[config.mk]
export PLATFORM = sky130hd
export DESIGN_NAME = pulse_cmp_unit
export DESIGN_NICKNAME = d
export VERILOG_FILES = /design/src/rtl/pcu_pkg.sv /design/src/rtl/pcu_timer.sv /design/src/rtl/pcu_pulse_fsm.sv /design/src/rtl/pcu_flag.sv /design/src/rtl/pulse_cmp_unit.sv
export SDC_FILE = /design/constraint.sdc
export NUM_CORES = 1
export LEC_CHECK = 0
export CORE_MARGIN = 3
export CORE_UTILIZATION = 60
export CTS_CLUSTER_DIAMETER = 40
export DETAILED_ROUTE_END_ITERATION = 16
export DONT_BUFFER_PORTS = 1
export PLACE_DENSITY = 0.81
export SKIP_LAST_GASP = 1
export SYNTH_ARGS = -nofsm -noshare
export SYNTH_HDL_FRONTEND = slang
export SYNTH_SLANG_ARGS = --single-unit
[constraint.sdc]
create_clock -name clk -period 4.1 [get_ports clk]
set_input_delay 0.205 -clock clk [delete_from_list [all_inputs] [get_ports clk]]
set_output_delay 0.205 -clock clk [all_outputs]
set_load 0.01 [all_outputs]
[src/rtl/pcu_pkg.sv]
package pcu_pkg;
   typedef enum logic [1:0] {
      PS_OFF   = 2'd0,
      PS_ARMED = 2'd1,
      PS_HIGH  = 2'd2,
      PS_DONE  = 2'd3
   } pcu_state_e;

   localparam logic [2:0] MODE_ONE_SHOT = 3'b100;

   localparam int ADR_CTRL     = 0;
   localparam int ADR_PRI      = 1;
   localparam int ADR_SEC      = 2;
   localparam int ADR_TMR_BASE = 3;   // timer i: ctrl at BASE+2i, period at BASE+2i+1
endpackage

[src/rtl/pcu_timer.sv]
module pcu_timer #(
   parameter int CNT_W       = 16,
   parameter bit PRESCALE_EN = 1'b1
) (
   input  logic             clk,
   input  logic             rst_n,
   input  logic             cfg_we,
   input  logic             cfg_en,
   input  logic             cfg_div2,
   input  logic             per_we,
   input  logic [CNT_W-1:0] per_val,
   output logic [CNT_W-1:0] cnt,
   output logic             chg
);
   logic             en_q;
   logic [CNT_W-1:0] per_q;
   logic             tick;

   generate
      if (PRESCALE_EN) begin : g_pre
         logic div_q;
         logic ph_q;
         always_ff @(posedge clk or negedge rst_n) begin
            if (!rst_n) begin
               div_q <= 1'b0;
               ph_q  <= 1'b0;
            end else if (cfg_we) begin
               div_q <= cfg_div2;
               ph_q  <= 1'b0;
            end else if (en_q && div_q) begin
               ph_q  <= ~ph_q;
            end
         end
         assign tick = en_q & (~div_q | ph_q);
      end else begin : g_nopre
         assign tick = en_q;
      end
   endgenerate

   always_ff @(posedge clk or negedge rst_n) begin
      if (!rst_n) begin
         en_q  <= 1'b0;
         per_q <= '0;
      end else begin
         if (cfg_we) en_q  <= cfg_en;
         if (per_we) per_q <= per_val;
      end
   end

   always_ff @(posedge clk or negedge rst_n) begin
      if (!rst_n) begin
         cnt <= '0;
         chg <= 1'b0;
      end else begin
         chg <= tick;
         if (tick) cnt <= (cnt == per_q) ? '0 : cnt + CNT_W'(1);
      end
   end
endmodule

[src/rtl/pcu_pulse_fsm.sv]
module pcu_pulse_fsm
   import pcu_pkg::*;
#(
   parameter int CNT_W = 16
) (
   input  logic             clk,
   input  logic             rst_n,
   input  logic             arm_we,
   input  logic             arm_single,
   input  logic [CNT_W-1:0] cnt,
   input  logic             chg,
   input  logic [CNT_W-1:0] pri,
   input  logic [CNT_W-1:0] sec,
   output pcu_state_e       st,
   output logic             pulse,
   output logic             done_evt
);
   logic hit_pri, hit_sec;

   assign hit_pri  = chg && (cnt == pri);
   assign hit_sec  = chg && (cnt == sec);
   assign done_evt = (st == PS_HIGH) && hit_sec && !arm_we;
   assign pulse    = (st == PS_HIGH);

   always_ff @(posedge clk or negedge rst_n) begin
      if (!rst_n) begin
         st <= PS_OFF;
      end else if (arm_we) begin
         st <= arm_single ? PS_ARMED : PS_OFF;
      end else begin
         case (st)
            PS_ARMED: if (hit_pri) st <= PS_HIGH;
            PS_HIGH:  if (hit_sec) st <= PS_DONE;
            default:  st <= st;
         endcase
      end
   end
endmodule

[src/rtl/pcu_flag.sv]
module pcu_flag (
   input  logic clk,
   input  logic rst_n,
   input  logic set,
   input  logic clr,
   output logic flag
);
   always_ff @(posedge clk or negedge rst_n) begin
      if (!rst_n)   flag <= 1'b0;
      else if (set) flag <= 1'b1;
      else if (clr) flag <= 1'b0;
   end
endmodule

[src/rtl/pulse_cmp_unit.sv]
module pulse_cmp_unit
   import pcu_pkg::*;
#(
   parameter int CNT_W       = 16,
   parameter int NUM_TMR     = 2,
   parameter int ADDR_W      = 3,
   parameter bit PRESCALE_EN = 1'b1
) (
   input  logic              clk,
   input  logic              rst_n,
   input  logic              wr_en,
   input  logic [ADDR_W-1:0] wr_addr,
   input  logic [CNT_W-1:0]  wr_data,
   input  logic              flag_clr,
   output logic              pulse_out,
   output logic              irq_flag,
   output logic              irq_req
);
   localparam int SEL_W   = $clog2(NUM_TMR);
   localparam int IE_BIT  = 3 + SEL_W;
   localparam int LAST_AD = ADR_TMR_BASE + 2 * NUM_TMR - 1;

   generate
      if (NUM_TMR < 2 || (NUM_TMR & (NUM_TMR - 1)) != 0) begin : g_bad_tmr
         $error("NUM_TMR must be a power of two, at least 2");
      end
      if (CNT_W < IE_BIT + 1) begin : g_bad_width
         $error("CNT_W too narrow for the control word");
      end
      if (LAST_AD >= (1 << ADDR_W)) begin : g_bad_addr
         $error("ADDR_W too narrow for the register map");
      end
   endgenerate

   logic [2:0]       mode_q;
   logic [SEL_W-1:0] tsel_q;
   logic             ie_q;
   logic [CNT_W-1:0] pri_q, sec_q;
   logic             arm_we, arm_single;

   assign arm_we     = wr_en && (wr_addr == ADDR_W'(ADR_CTRL));
   assign arm_single = (wr_data[2:0] == MODE_ONE_SHOT);

   always_ff @(posedge clk or negedge rst_n) begin
      if (!rst_n) begin
         mode_q <= '0;
         tsel_q <= '0;
         ie_q   <= 1'b0;
         pri_q  <= '0;
         sec_q  <= '0;
      end else if (wr_en) begin
         if (wr_addr == ADDR_W'(ADR_CTRL)) begin
            mode_q <= wr_data[2:0];
            tsel_q <= wr_data[3 +: SEL_W];
            ie_q   <= wr_data[IE_BIT];
         end
         if (wr_addr == ADDR_W'(ADR_PRI)) pri_q <= wr_data;
         if (wr_addr == ADDR_W'(ADR_SEC)) sec_q <= wr_data;
      end
   end

   logic [CNT_W-1:0] tmr_cnt [NUM_TMR];
   logic             tmr_chg [NUM_TMR];

   generate
      for (genvar i = 0; i < NUM_TMR; i++) begin : g_tmr
         logic ctl_we, prd_we;
         assign ctl_we = wr_en && (wr_addr == ADDR_W'(ADR_TMR_BASE + 2 * i));
         assign prd_we = wr_en && (wr_addr == ADDR_W'(ADR_TMR_BASE + 2 * i + 1));
         pcu_timer #(.CNT_W(CNT_W), .PRESCALE_EN(PRESCALE_EN)) u_tmr (
            .clk      (clk),
            .rst_n    (rst_n),
            .cfg_we   (ctl_we),
            .cfg_en   (wr_data[0]),
            .cfg_div2 (wr_data[1]),
            .per_we   (prd_we),
            .per_val  (wr_data),
            .cnt      (tmr_cnt[i]),
            .chg      (tmr_chg[i])
         );
      end
   endgenerate

   logic [CNT_W-1:0] cnt_sel;
   logic             chg_sel;
   assign cnt_sel = tmr_cnt[tsel_q];
   assign chg_sel = tmr_chg[tsel_q];

   pcu_state_e st;
   logic       done_evt;

   pcu_pulse_fsm #(.CNT_W(CNT_W)) u_fsm (
      .clk        (clk),
      .rst_n      (rst_n),
      .arm_we     (arm_we),
      .arm_single (arm_single),
      .cnt        (cnt_sel),
      .chg        (chg_sel),
      .pri        (pri_q),
      .sec        (sec_q),
      .st         (st),
      .pulse      (pulse_out),
      .done_evt   (done_evt)
   );

   pcu_flag u_flag (
      .clk   (clk),
      .rst_n (rst_n),
      .set   (done_evt),
      .clr   (flag_clr),
      .flag  (irq_flag)
   );

   assign irq_req = irq_flag & ie_q;
endmodule

# == Yosys cells after proc, flatten, opt, wreduce, memory -nomap -nowiden ==
# Cells that the tools add are included.
# totals
wordCells,86
in_bits,23
reg_bits,109
output_inout_bits,3
# op_classes
order_cmp,1
eq_ne,15
add_sub_neg,2
bitwise,10
n_reduce_logical,21
muxes,19
# ops
op,count
2-to-1 mux 16 bit,5
== test 16 bit,4
adder 16 x 1 -> 16 bit (second input constant),2
== test 3 bit (second input constant),4
logical AND 1 bit,11
2-to-1 mux 1 bit,10
== test 3 x 2 -> 1 bit (second input constant),2
2-to-1 mux 2 bit,3
!= test 3 x 1 -> 1 bit (second input constant),2
AND reduction 2 bit,3
nonzero test 2 bit,3
inverter 1 bit,4
case mux 2 bit (2 select lines),1
bitwise AND 1 bit,3
== test 3 x 1 -> 1 bit (second input constant),1
zero test 3 bit,1
AND reduction 3 bit,1
nonzero test 3 bit,1
== test 2 x 1 -> 1 bit (second input constant),1
== test 2 bit (second input constant),1
>= comparator 2 bit (second input constant),1
inverter 1 -> 2 bit,1
bitwise OR 1 bit,2
zero test 1 bit,1

# == Depth between registers and ports, before layout ==
# depth
depth_word,9
ltp_mapped,8
mapped_depth_nobuf,8

# == Hierarchy ==
# A second synthesis with hierarchy kept.
# unflattened
hier_cells,455
hier_area_um2,5675.4
# modules_own_cells
module,seq_area_each_um2,cells_per_inst,area_per_inst_um2,instances
pcu_timer,900.9,150,1796.7,2
pulse_cmp_unit,850.8,101,1599.0,1
pcu_pulse_fsm,50.0,51,446.7,1
pcu_flag,25.0,3,36.3,1

# == Worst setup path before layout ==
# OpenSTA, ideal clock, no wires.
# synth_timing
kind,register -> register
from,register tsel_q
to,register u_fsm.st[0]
stages_incl_launch_ff,9
period_less_slack_ps,1743
t_arrival_ps,1613
n_path_buf,1
setup_slack_ps,2357
path_cell_list,dfrtp_1 -> buf_2 -> mux2i_1 -> xnor2_1 -> nor4_1 -> nand2_1 -> nor3_1 -> nand2b_1 -> a31oi_1
# synth_between
elab_chain_len,8
elab_cells_between_ends,14
cone_classes,eq/ne: 4; mux: 6; bitwise: 1; reduce/logical: 3
# synth_lines
item,line_no,source
from (decl),pulse_cmp_unit.sv:36,logic [SEL_W-1:0] tsel_q;
from (signal assigned),pulse_cmp_unit.sv:54,tsel_q <= wr_data[3 +: SEL_W];
inverter 1 -> 2 bit (not written as such) (*),"pulse_cmp_unit.sv:86, pulse_cmp_unit.sv:87",
2-to-1 mux 16 bit (not written as such) (3 in series),pulse_cmp_unit.sv:86,assign cnt_sel = tmr_cnt[tsel_q];
"== test 16 bit, on equally long branches","pcu_pulse_fsm.sv:20, pcu_pulse_fsm.sv:21",
"logical AND 1 bit, on equally long branches","pcu_pulse_fsm.sv:20, pcu_pulse_fsm.sv:21",
!= test 3 x 1 -> 1 bit (no source line),--,
AND reduction 3 bit (no source line) (*),--,
to (signal assigned),pcu_pulse_fsm.sv:29,st <= arm_single ? PS_ARMED : PS_OFF;
to (signal assigned),pcu_pulse_fsm.sv:34,default: st <= st;
to (decl),pcu_pulse_fsm.sv:14,"output pcu_state_e st,"
# Every way passes the cells marked *; elsewhere a longest branch is shown, timed or not. The select of a mux whose other input is x is not followed.
# A chain may end at the register's enable or synchronous reset.

# == Worst setup path in the final report ==
# Ends and elaborated chain as after synthesis.

==> metrics.csv <==
stage;metric;value;unit
global_route;grt_pass1_wl;18600;um
routing;wl;11600;um
worst_setup_path;crit_fanout;20;
routing;antenna_left;0;
finish;num_antenna_cells;0;
sta;fin_crit_sh;0.629;
placed_design;hpwl;8310;um
worst_setup_path;path_class;reg2reg;
floorplan;start_util;0.638;
pwr;p_per_area;480;nW/um^2
global_route;gr-total-overflow;0;
finish;drive_gt1_frac;0.194;
placed_design;io_buffers;0;
synthesis;synth-edff-count;0;
routing;drc_errors;0;
worst_setup_path;worstPathArrival;2870;ps
floorplan;rows;33;
status;outcome;completed;
finish;final_nets;506;
routing;viasPerCell;5.97;
synthesis;syn-num-nets;486;
clocking;cts_tree;built;
floorplan;dieArea;10200;um^2
pwr;peakVddDrop;0.298;mV
clocking;clkTransAtPathRegs;100;ps
global_route;antenna_found_initial;0;
sta;setup_viol;0;
sta;whs;30.3;ps
floorplan;die_height;101;um
worst_setup_path;required;4390;ps
sta;finalMaxSlewViolations;0;
worst_setup_path;start_kind;flop;
sta;fmax;0.388;GHz
placed_design;gp_congestion;0.888;
finish;postLayoutCoreUtil;0.693;
synthesis;yosys_warnings;0;
placed_design;post-place-ws;1580;ps
routing;dr.pass1.iters;5;
flow_run;drv_cap;0;
clocking;clockRootBuffer;clkbuf_8;
floorplan;io_pins;26;
worst_hold_path;min_path_type;in2reg;
global_route;first_global_vias;3599;
pwr;clkPwrFrac;0.211;
synthesis;yosysUniqueCellTypes;35;
sta;grt_setup_unrepaired;false;
clocking;clk_latency;380;ps
pwr;intPower;1.90;mW
pwr;leakagePower;2.42;nW
sta;slew-limit-headroom;0.148;
synthesis;syn_avg_cell_area;11.7;um^2
pwr;power_frac_seq;0.546;
sta;hold_viol_final;0;
routing;post_drt_wl_per_cell;19.6;um
synthesis;synthFlopType;dfrtp_1;
routing;vias;3525;
synthesis;synth_area;5400;um^2
pwr;switching_share;0.324;
clocking;cts_setup_buffers;0;
clocking;cts_inserted_buffers;9;
synthesis;syn_inst;461;
clocking;htree_levels;3;
global_route;grt_use_total;0.244;
pwr;comb_power_share;0.243;
sta;setup_slack;1520;ps
worst_setup_path;worstSetupEndpointType;flop;
floorplan;fp.dieW;101;um
sta;fin_crit;2580;ps
global_route;grt_start_max_net_pins;110;
sta;tightest_slew;1270;ps
floorplan;core-area;8460;um^2
sta;finClkSkew;13.2;ps
pwr;power_switching;913;uW
synthesis;async_flop_share;1.00;
clocking;cts_sinks;109;
sta;tns;0;ps
finish;areaGrowthSynthToFinish;8.67;%
clocking;clk_path_buf_depth;2;
synthesis;synth-seq-area-share;0.505;
routing;drt_iter0_drc;180;
synthesis;synth-seq-cells;109;
==> repair_timing <==
item	4_1_cts	5_1_grt
hold endpoints to repair	180	0
gates resized for setup	0	0
hold buffers	19	0
==> placed cells by master (no fill, tap or decap), drive strengths merged <==
cell | synthesis | routed
mux2i | 16 | 16
nand3 | 9 | 9
or3 | 4 | 4
a221o | 1 | 1
mux2 | 69 | 69
xnor2 | 64 | 64
and2 | 7 | 7
nor2 | 26 | 26
nor3 | 7 | 7
and3 | 9 | 9
ha | 2 | 2
nor4 | 7 | 7
clkinvlp | 0 | 1
buf | 6 | 3
nand2 | 34 | 34
and4bb | 1 | 1
clkinv | 1 | 3
nand4 | 12 | 12
inv | 5 | 7
a21oi | 5 | 5
nand2b | 8 | 8
dfrtp | 109 | 109
a31oi | 1 | 1
o21ai | 18 | 18
o22ai | 1 | 1
nand4b | 4 | 4
xor2 | 22 | 22
nor2b | 2 | 2
o31ai | 1 | 1
clkbuf | 6 | 10
and4 | 2 | 2
nor3b | 2 | 2
dlygate4sd3 | 0 | 18
==> worst paths after layout <==
path	from	endpoint	slack, ps	depth (start not counted)
max in group asynchronous	rst_n	g_tmr[1].u_tmr.per_q[12]$_DFFE_PN0P_	3250	2
worst min-delay path	wr_addr[1]	u_fsm.st[1]$_DFFE_PN0P_	30	2
min in group asynchronous	rst_n	g_tmr[1].u_tmr.per_q[2]$_DFFE_PN0P_	470	2
worst max register to register	tsel_q$_DFFE_PN0P_	u_fsm.st[0]$_DFFE_PN0P_	1520	7
worst max-delay path	tsel_q$_DFFE_PN0P_	u_fsm.st[0]$_DFFE_PN0P_	1520	7
worst min register to register	ie_q$_DFFE_PN0P_	ie_q$_DFFE_PN0P_	480	2
==> Yosys cell counts (6+ instances only) <==
library cell,number,area (um^2)
dfrtp_1,109,2730
nand2_1,34,128
and2_1,7,43.8
clkbuf_1,6,22.5
and3_1,9,56.3
nand2b_1,8,50.1
nand4_1,12,75.1
xnor2_1,64,561
mux2i_1,12,120
mux2_2,69,777
xor2_1,22,193
o21ai_0,16,80.1
nor4_1,7,43.8
nand3_1,9,45.0
nor2_1,26,97.6
==> cell type report <==
cell class / count / area, um^2
sequential: 109 / 2730
fill: 584 / 2600
multi-input combinational: 334 / 2590
timing repair buffer: 21 / 223
tap: 105 / 131
clock buffer: 10 / 128
clock inverter: 5 / 45.0
inverter: 6 / 22.5
==> kinds of logic after synthesis <==
| logic type | share of synthesized area |
|---|---|
| fa+ha+maj | 0.00464 |
| flops | 0.505 |
| buf+inv | 0.0151 |
| simple gates | 0.132 |
| compound gates | 0.0269 |
| mux | 0.176 |
| xor+xnor | 0.140 |
==> power by group through the flow <==
stage               Sequential [mW]  Combinational [mW]  Clock (mW)
finish                         1.54               0.683       0.593
global route                   1.57               0.753       0.637
CTS                            1.54               0.685       0.597
detailed placement             1.56               0.632           0
global placement               1.54               0.603           0
floorplan                      1.46               0.556           0
==> layer usage <==
metal	wire length, um	share of wire	GRT usage
met4	287	0.025	0.0881
met5	0	0	0
met3	414	0.036	0.0367
met1	5270	0.46	0.342
met2	5580	0.48	0.389
==> per-stage QoR <==
stage / power [mW] / cells / instance area (um^2)
floorplan: 2.01 / 461 / 5400
finish: 2.81 / 590 / 5860
CTS: 2.82 / 590 / 5860
global placement: 2.15 / 556 / 5480
detailed placement: 2.19 / 556 / 5480
global route: 2.96 / 590 / 5860
==> state kept, by name, summed over array words and instances, names as in the netlist, 2 cells and up <==
signal,flops
g_tmr.u_tmr.per_q,32
g_tmr.u_tmr.g_pre.ph_q,2
u_fsm.st,2
g_tmr.u_tmr.g_pre.div_q,2
sec_q,16
g_tmr.u_tmr.chg,2
g_tmr.u_tmr.en_q,2
pri_q,16
g_tmr.u_tmr.cnt,32
==> critical path, stage by stage, from the launching register on <==
cell      delay [ps]
dfrtp_1         1010
mux2i_1          420
xnor2_1          120
nor4_1           250
nand2_1          120
and4bb_1         280
o21ai_1           80
a31oi_1          200
Note: power is estimated with default switching activity, not from simulation.
